[src/rtl/oc_pkg.sv]
package oc_pkg;
  typedef enum logic {
    PH_IDLE    = 1'b0,
    PH_COLLECT = 1'b1
  } phase_e;
endpackage

[src/rtl/oc_bank.sv]
module oc_bank #(
  parameter int DATA_W = 32,
  parameter int ROWS   = 16,
  localparam int ROW_W = (ROWS > 1) ? $clog2(ROWS) : 1
) (
  input  logic              clk,
  input  logic              wr_en,
  input  logic [ROW_W-1:0]  wr_row,
  input  logic [DATA_W-1:0] wr_data,
  input  logic [ROW_W-1:0]  rd_row,
  output logic [DATA_W-1:0] rd_data
);
  logic [DATA_W-1:0] mem_q [ROWS];

  always_ff @(posedge clk) begin
    if (wr_en) begin
      mem_q[wr_row] <= wr_data;
    end
  end

  assign rd_data = mem_q[rd_row];
endmodule

[src/rtl/oc_arbiter.sv]
module oc_arbiter #(
  parameter int NUM_SRC   = 3,
  parameter int NUM_BANKS = 4,
  parameter int IDX_W     = 6,
  localparam int BANK_W   = $clog2(NUM_BANKS),
  localparam int ROW_W    = IDX_W - BANK_W
) (
  input  logic                       clk,
  input  logic                       rst_n,
  input  logic [NUM_SRC-1:0]         pend,
  input  logic [NUM_SRC*IDX_W-1:0]   idx,
  output logic [NUM_SRC-1:0]         grant,
  output logic [NUM_BANKS*ROW_W-1:0] rd_row
);
  logic [NUM_BANKS-1:0] taken;

  // lowest pending slot in each bank wins that bank's port this cycle
  always_comb begin
    grant  = '0;
    taken  = '0;
    rd_row = '0;
    for (int b = 0; b < NUM_BANKS; b++) begin
      for (int s = 0; s < NUM_SRC; s++) begin
        if (pend[s] && !taken[b] &&
            (idx[s*IDX_W +: BANK_W] == BANK_W'(b))) begin
          grant[s]                = 1'b1;
          taken[b]                = 1'b1;
          rd_row[b*ROW_W +: ROW_W] = idx[s*IDX_W + BANK_W +: ROW_W];
        end
      end
    end
  end

  for (genvar gb = 0; gb < NUM_BANKS; gb++) begin : g_bank_chk
    logic [NUM_SRC-1:0] hits;
    always_comb begin
      for (int s = 0; s < NUM_SRC; s++) begin
        hits[s] = grant[s] && (idx[s*IDX_W +: BANK_W] == BANK_W'(gb));
      end
    end
    // a single-ported bank serves one slot per cycle
    assert_one_read_per_bank_R3: assert property (
      @(posedge clk) disable iff (!rst_n) $onehot0(hits));
  end
endmodule

[src/rtl/opnd_collector.sv]
module opnd_collector
  import oc_pkg::*;
#(
  parameter int NUM_REGS  = 64,
  parameter int NUM_BANKS = 4,
  parameter int NUM_SRC   = 3,
  parameter int DATA_W    = 32,
  parameter int CNT_W     = 16,
  localparam int IDX_W    = $clog2(NUM_REGS),
  localparam int BANK_W   = $clog2(NUM_BANKS),
  localparam int ROW_W    = IDX_W - BANK_W,
  localparam int ROWS     = NUM_REGS / NUM_BANKS,
  localparam int SLOT_W   = (NUM_SRC > 1) ? $clog2(NUM_SRC) : 1
) (
  input  logic                      clk,
  input  logic                      rst_n,
  input  logic                      wr_en,
  input  logic [IDX_W-1:0]          wr_idx,
  input  logic [DATA_W-1:0]         wr_data,
  input  logic                      req_valid,
  output logic                      req_ready,
  input  logic [NUM_SRC*IDX_W-1:0]  req_idx,
  input  logic [NUM_SRC-1:0]        req_en,
  output logic                      opnd_valid,
  output logic [NUM_SRC*DATA_W-1:0] opnd_data,
  output logic [CNT_W-1:0]          conflict_cnt
);
  phase_e                       phase_q, phase_n;
  logic [NUM_SRC-1:0]           pend_q, pend_n, pend_init, grant, pend_after;
  logic [NUM_SRC*IDX_W-1:0]     idx_q;
  logic [NUM_SRC-1:0]           en_q;
  logic [NUM_SRC-1:0][SLOT_W-1:0] prim_q, prim_n;
  logic [DATA_W-1:0]            cap_q [NUM_SRC];
  logic [NUM_SRC-1:0]           cap_en;
  logic                         vld_q, vld_n;
  logic [CNT_W-1:0]             cnt_q, cnt_n;
  logic                         accept, ctx_en;
  logic [NUM_BANKS*ROW_W-1:0]   rd_row;
  logic [DATA_W-1:0]            bank_rd [NUM_BANKS];

  // storage banks
  for (genvar gb = 0; gb < NUM_BANKS; gb++) begin : g_bank
    logic bank_we;
    assign bank_we = wr_en && (wr_idx[BANK_W-1:0] == BANK_W'(gb));
    oc_bank #(.DATA_W(DATA_W), .ROWS(ROWS)) u_bank (
      .clk     (clk),
      .wr_en   (bank_we),
      .wr_row  (wr_idx[IDX_W-1:BANK_W]),
      .wr_data (wr_data),
      .rd_row  (rd_row[gb*ROW_W +: ROW_W]),
      .rd_data (bank_rd[gb])
    );
  end

  oc_arbiter #(.NUM_SRC(NUM_SRC), .NUM_BANKS(NUM_BANKS), .IDX_W(IDX_W)) u_arb (
    .clk    (clk),
    .rst_n  (rst_n),
    .pend   (pend_q),
    .idx    (idx_q),
    .grant  (grant),
    .rd_row (rd_row)
  );

  // duplicate folding: each slot points at the first enabled slot with its index
  always_comb begin
    for (int s = 0; s < NUM_SRC; s++) begin
      prim_n[s] = SLOT_W'(s);
      for (int t = s - 1; t >= 0; t--) begin
        if (req_en[t] && req_en[s] &&
            (req_idx[t*IDX_W +: IDX_W] == req_idx[s*IDX_W +: IDX_W])) begin
          prim_n[s] = SLOT_W'(t);
        end
      end
      pend_init[s] = req_en[s] && (prim_n[s] == SLOT_W'(s));
    end
  end

  assign accept     = req_valid && (phase_q == PH_IDLE);
  assign ctx_en     = accept;
  assign pend_after = pend_q & ~grant;

  // next-state
  always_comb begin
    phase_n = phase_q;
    pend_n  = pend_q;
    vld_n   = 1'b0;
    cnt_n   = cnt_q;
    cap_en  = '0;
    if (accept) begin
      phase_n = PH_COLLECT;
      pend_n  = pend_init;
    end else if (phase_q == PH_COLLECT) begin
      pend_n = pend_after;
      cap_en = grant;
      if (pend_after == '0) begin
        phase_n = PH_IDLE;
        vld_n   = 1'b1;
      end else begin
        cnt_n = cnt_q + CNT_W'(1);
      end
    end
  end

  // control registers
  always_ff @(posedge clk or negedge rst_n) begin
    if (!rst_n) begin
      phase_q <= PH_IDLE;
      pend_q  <= '0;
      vld_q   <= 1'b0;
      cnt_q   <= '0;
    end else begin
      phase_q <= phase_n;
      pend_q  <= pend_n;
      vld_q   <= vld_n;
      cnt_q   <= cnt_n;
    end
  end

  // datapath registers, no reset
  always_ff @(posedge clk) begin
    if (ctx_en) begin
      idx_q  <= req_idx;
      en_q   <= req_en;
      prim_q <= prim_n;
    end
    for (int s = 0; s < NUM_SRC; s++) begin
      if (cap_en[s]) begin
        cap_q[s] <= bank_rd[idx_q[s*IDX_W +: BANK_W]];
      end
    end
  end

  // outputs in slot order
  always_comb begin
    for (int s = 0; s < NUM_SRC; s++) begin
      opnd_data[s*DATA_W +: DATA_W] = en_q[s] ? cap_q[prim_q[s]] : '0;
    end
  end

  assign req_ready    = (phase_q == PH_IDLE);
  assign opnd_valid   = vld_q;
  assign conflict_cnt = cnt_q;

  // checks
  logic req_banks_apart;
  always_comb begin
    req_banks_apart = 1'b1;
    for (int s = 0; s < NUM_SRC; s++) begin
      for (int t = 0; t < s; t++) begin
        if (req_en[s] && req_en[t] &&
            (req_idx[s*IDX_W +: BANK_W] == req_idx[t*IDX_W +: BANK_W])) begin
          req_banks_apart = 1'b0;
        end
      end
    end
  end

  // spread banks finish in one read cycle
  assert_single_pass_R4: assert property (
    @(posedge clk) disable iff (!rst_n)
    (req_valid && req_ready && req_banks_apart) |-> ##2 opnd_valid);

  // a request offered while busy does not disturb the latched instruction
  assert_busy_holds_R6: assert property (
    @(posedge clk) disable iff (!rst_n)
    (!req_ready && req_valid) |=> ($stable(idx_q) && $stable(en_q)));

  // counter only moves during collection
  assert_cnt_idle_R7: assert property (
    @(posedge clk) disable iff (!rst_n)
    (req_ready && !req_valid) |=> $stable(conflict_cnt));

  // result is a one-cycle pulse
  assert_valid_pulse_R10: assert property (
    @(posedge clk) disable iff (!rst_n)
    opnd_valid |=> !opnd_valid);
endmodule

[config.mk]
export PLATFORM = sky130hd
export DESIGN_NAME = opnd_collector
export DESIGN_NICKNAME = d
export VERILOG_FILES = /design/src/rtl/oc_pkg.sv /design/src/rtl/oc_bank.sv /design/src/rtl/oc_arbiter.sv /design/src/rtl/opnd_collector.sv
export SDC_FILE = /design/constraint.sdc
export NUM_CORES = 2
export LEC_CHECK = 0
export CAP_MARGIN = 10
export CORE_MARGIN = 4
export CORE_UTILIZATION = 45
export CTS_BUF_LIST = sky130_fd_sc_hd__clkbuf_8
export DETAILED_ROUTE_END_ITERATION = 6
export PLACE_DENSITY_LB_ADDON = 0.2
export RECOVER_POWER = 100
export SETUP_SLACK_MARGIN = 0.02
export SYNTH_ARGS = -nofsm -noshare
export SYNTH_HDL_FRONTEND = slang
export SYNTH_SLANG_ARGS = --single-unit
[constraint.sdc]
create_clock -name clk -period 5.45 [get_ports clk]
set_input_delay 0.8175 -clock clk [delete_from_list [all_inputs] [get_ports clk]]
set_output_delay 0.8175 -clock clk [all_outputs]
set_load 0.02 [all_outputs]
==> impl_results.md <==
* Final-layout setup total negative slack at 0 ps
* Sequential element share of the synthesized area at 0.7400
* Initial DRT Pass Iterations at 5
* Source of the critical timing path: idx_q[7]$_DFFE_PP_
* Status: finished with violations
* Leak Pwr at 0.03647 uW
* Number of instances in the synthesized netlist at 5,236
* Worst-path clk slew at 60 ps
* Worst Max-Slew Pin Slew at 3883 ps
* Number of buffers inserted by post-CTS setup repair at 0
* Number of instances resized during post-cts repair at 0
* Post-placement setup slack at 1208 ps
* Global Route Usage Sum at 0.2627
* Clk_lat worst skew at 1050 ps
* Buffers from clock root to sink, at most at 4
* Worst slew margin at -1.588
* Routed wl met2 at 127,700 um
* Period Utilization, post-route at 0.9072
* Area occupied by registers at 65,690 um^2
* Ys flop type: sky130_fd_sc_hd__edfxtp_1
* Final worst slack at 505.7 ps
* Number of warnings issued by yosys at 0
* Area inside the core boundary at 195,600 um^2
* Drt wl/cell at 32.05 um
* Cell accounting for the most synthesized area: sky130_fd_sc_hd__edfxtp_1
* Final Routed Wirelength at 274,000 um
* Maximum clock rate at 0.2023 GHz
* Clock tree from TritonCTS: built
* Number of vias in the routed layout at 52,040
* First-pass GRT wire length at 383,900 um
* Detailed router's first-iteration violation count at 6,280
* Endpoint kind of the worst setup timing path: flop
* Post-layout util at 0.5118
* Buffers & Inverters on Critical Path at 1
* Multi-input combinational cell area at 21,590 um^2
* Capturing instance or port of the critical path: cap_q[2][31]$_DFFE_PP_
* Classification of the worst-slack hold path: reg -> reg
* Maximum cell stage delay along the critical path at 1730 ps
* Async set-reset flop share out of synthesis at 0.009580
* Number of buffers added on ports at 176
* Required time at the endpoint of the critical path at 6070 ps
* Top routing layer used: met4
* Biggest area contributors in the synthesized netlist: sky130_fd_sc_hd__edfxtp_1 73%, sky130_fd_sc_hd__mux2i_1 11%, sky130_fd_sc_hd__o22ai_1 3.2%
* Post-route design area at 100,100 um^2
* Number of buffers added to fix hold violations after cts at 0
* Weighted congestion reported at the end of routability-driven placement at 0.9459
* Residual DRC count at 0
* DP HPWL at 159,700 um
* Max-slew violation count at 3,758
* Net count after synthesis at 5,300
* Post-synth top area share at 0.7334
* Sink count of the clock tree at 2,192
* Root buffer cell: sky130_fd_sc_hd__clkbuf_8
* IO Pins at 177
* Post-layout min period at 4944 ps
* Critical path peak fanout at 17
* Initial antenna violation count at 16
* Die width at 452.1 um
* Number of placed cells counting well taps at 7,935
* Number of max-cap violations at 111
* Starting density of the core at 0.4538
* Final-layout fill cell count at 16,230
* Cell type of the slowest stage on the worst timing path: sky130_fd_sc_hd__nor2_1
* Register-to-register setup slack at 510 ps
* Count of standard-cell rows at 162
* Worst reg-to-reg path cell count at 5
* Cell area after synthesis at 88,770 um^2
* Clock tree skew after final layout at 92.71 ps
* Length of routed wiring on met1 at 110,400 um
* Commonest cells in the netlist: 2,168 x sky130_fd_sc_hd__edfxtp_1, 993 x sky130_fd_sc_hd__mux2i_1, 458 x sky130_fd_sc_hd__o22ai_1, 187 x sky130_fd_sc_hd__clkbuf_1, 152 x sky130_fd_sc_hd__nand2_1
* CTS H-tree depth at 5
* Fraction of layout instances using a drive strength above 1 at 0.1149
* WP data arrival at 5560 ps
* RSZ-0062 raised after global routing: no
* Number of endpoints failing setup at the final stage at 0
* Met3 Routed Length at 22,550 um
* Placed Instance Area at 94,890 um^2
* Count of flip-flops with a built-in enable after synthesis at 2,168
* Largest voltage drop on the vdd net at 0.2307 mV
* Worst path top cell family by delay: simple AND/OR/NAND/NOR gates
* Height of the chip at 452.1 um
* Violations in the final reports: max-capacitance violations, max-slew violations
* Finished Layout Cells at 8,547
* Total Nets Final at 5,740
* Reg2Reg Launch Point: idx_q[7]$_DFFE_PP_
* Average vias per placed instance at 6.089
* Worst setup path category: reg -> reg
* Number of global-route vias before repair at 50,700
* Pin count of the biggest net entering global routing at 159
* Logic depth of the worst path, buffers included at 5
* Top-count cell post-synth: sky130_fd_sc_hd__edfxtp_1
* Distinct cell type count after synthesis at 60
* Reg2Reg Capture Point: cap_q[2][31]$_DFFE_PP_
* Power Density at 435.7 nW/um^2
* Hold Vio Cnt, Final at 0
* Remaining number of nets flagged by the antenna check after routing at 0
* GRT Residual Overflow at 0
* Type of element launching the critical path: flop
* Cells along the critical path: and3b_1 > nor4_1 > a2111oi_0 > nor2_1 > clkbuf_1
* Total die area at 204,400 um^2
* Number of register bits inferred by synthesis at 2,192
* Area Growth Syn to Fin at 12.78%
* Post-Synthesis Mean Instance Area at 16.95 um^2
* Total clock buffers created by CTS at 363
## registers in the layout, indices dropped and copies added, names as in the netlist, named ones only
signal               cells
g_bank.u_bank.mem_q   2048
cap_q                   96
idx_q                   18
conflict_cnt            16
en_q                     3
pend_q                   3
prim_q                   3
opnd_valid               1
phase_q                  1
## layout make-up
type,instances,share of cell area
repair buffers,438,0.03341
inverters,5,0.0001875
diodes,12,0.0003000
clock inverters,231,0.01077
well taps,2624,0.03280
clock buffers,369,0.05073
multi-input cells,2676,0.2156
flip-flops and latches,2192,0.6562
## routing by layer
metal	GRT usage	vias to the layer above
li1	-	22070
met1	0.3534	26780
met2	0.4170	2574
met3	0.05196	625
met4	0.1150	0
met5	0	-
## worst register-to-register path: stages, from the launching register on
cell and delay (ps):
sky130_fd_sc_hd__edfxtp_1 650, sky130_fd_sc_hd__and3b_1 380, sky130_fd_sc_hd__nor4_1 340, sky130_fd_sc_hd__a2111oi_0 160, sky130_fd_sc_hd__nor2_1 1730, sky130_fd_sc_hd__clkbuf_1 1250
## power by group
| group | leakage [uW] | total, uW | switching [uW] | internal (uW) |
|---|---|---|---|---|
| Sequential | 0.0198 | 19700 | 474 | 19200 |
| Combinational | 0.0131 | 11100 | 7430 | 3680 |
| Clock | 0.00359 | 12800 | 6310 | 6500 |
| Total | 0.0365 | 43600 | 14200 | 29400 |
## metrics by stage
step | total power, uW | hold slack [ps]
2_1_floorplan | 25800 | 417.6
3_3_place_gp | 31020 | 433.5
3_5_place_dp | 31110 | 445.9
4_1_cts | 43810 | 88.29
5_1_grt | 44990 | 491.8
6_report | 43620 | 466.8
## cells by family (layout without fill, tap and decap cells)
family / Yosys count / after routing / share of synthesized area
muxes: 996 / 996 / 0.1123
adders and majority gates: 1 / 1 / 0.0001409
DFF: 2192 / 2192 / 0.7400
buffers and inverters: 368 / 1043 / 0.01893
other: 0 / 12 / 0
xor gates and xnor gates: 35 / 35 / 0.003453
and+or+nand+nor: 703 / 703 / 0.04747
AOI/OAI and AO/OA: 941 / 941 / 0.07768
## worst min-delay path by stage
stage	from	end	slack, ps	cells past startpoint
finish	prim_q[5]$_DFFE_PP_	flop	470	2
global route	prim_q[2]$_DFFE_PP_	flop	490	1
CTS	rst_n	conflict_cnt[5]$_DFFE_PN0P_	90	2
detailed placement	prim_q[5]$_DFFE_PP_	flop	450	2
global placement	prim_q[5]$_DFFE_PP_	flop	430	2
floorplan	prim_q[5]$_DFFE_PP_	flop	420	2
## layout by cell type, fill, tap and decap left out, types with 34 or more instances in the layout
cell type	n
sky130_fd_sc_hd__nand2_1	152
sky130_fd_sc_hd__inv_1	123
sky130_fd_sc_hd__nor2_1	94
sky130_fd_sc_hd__edfxtp_1	2168
sky130_fd_sc_hd__buf_4	120
sky130_fd_sc_hd__or3b_1	34
sky130_fd_sc_hd__and2_1	60
sky130_fd_sc_hd__nor2b_1	38
sky130_fd_sc_hd__dlygate4sd3_1	125
sky130_fd_sc_hd__a22oi_1	96
sky130_fd_sc_hd__clkbuf_8	369
sky130_fd_sc_hd__o2111ai_1	128
sky130_fd_sc_hd__clkbuf_1	123
sky130_fd_sc_hd__a21boi_0	94
sky130_fd_sc_hd__mux2i_1	993
sky130_fd_sc_hd__and3_1	101
sky130_fd_sc_hd__o22ai_1	456
sky130_fd_sc_hd__clkinv_1	77
sky130_fd_sc_hd__o211a_1	96
sky130_fd_sc_hd__nor3_1	38
sky130_fd_sc_hd__nor4_2	44
No activity file was read; power rests on OpenSTA's default activity.
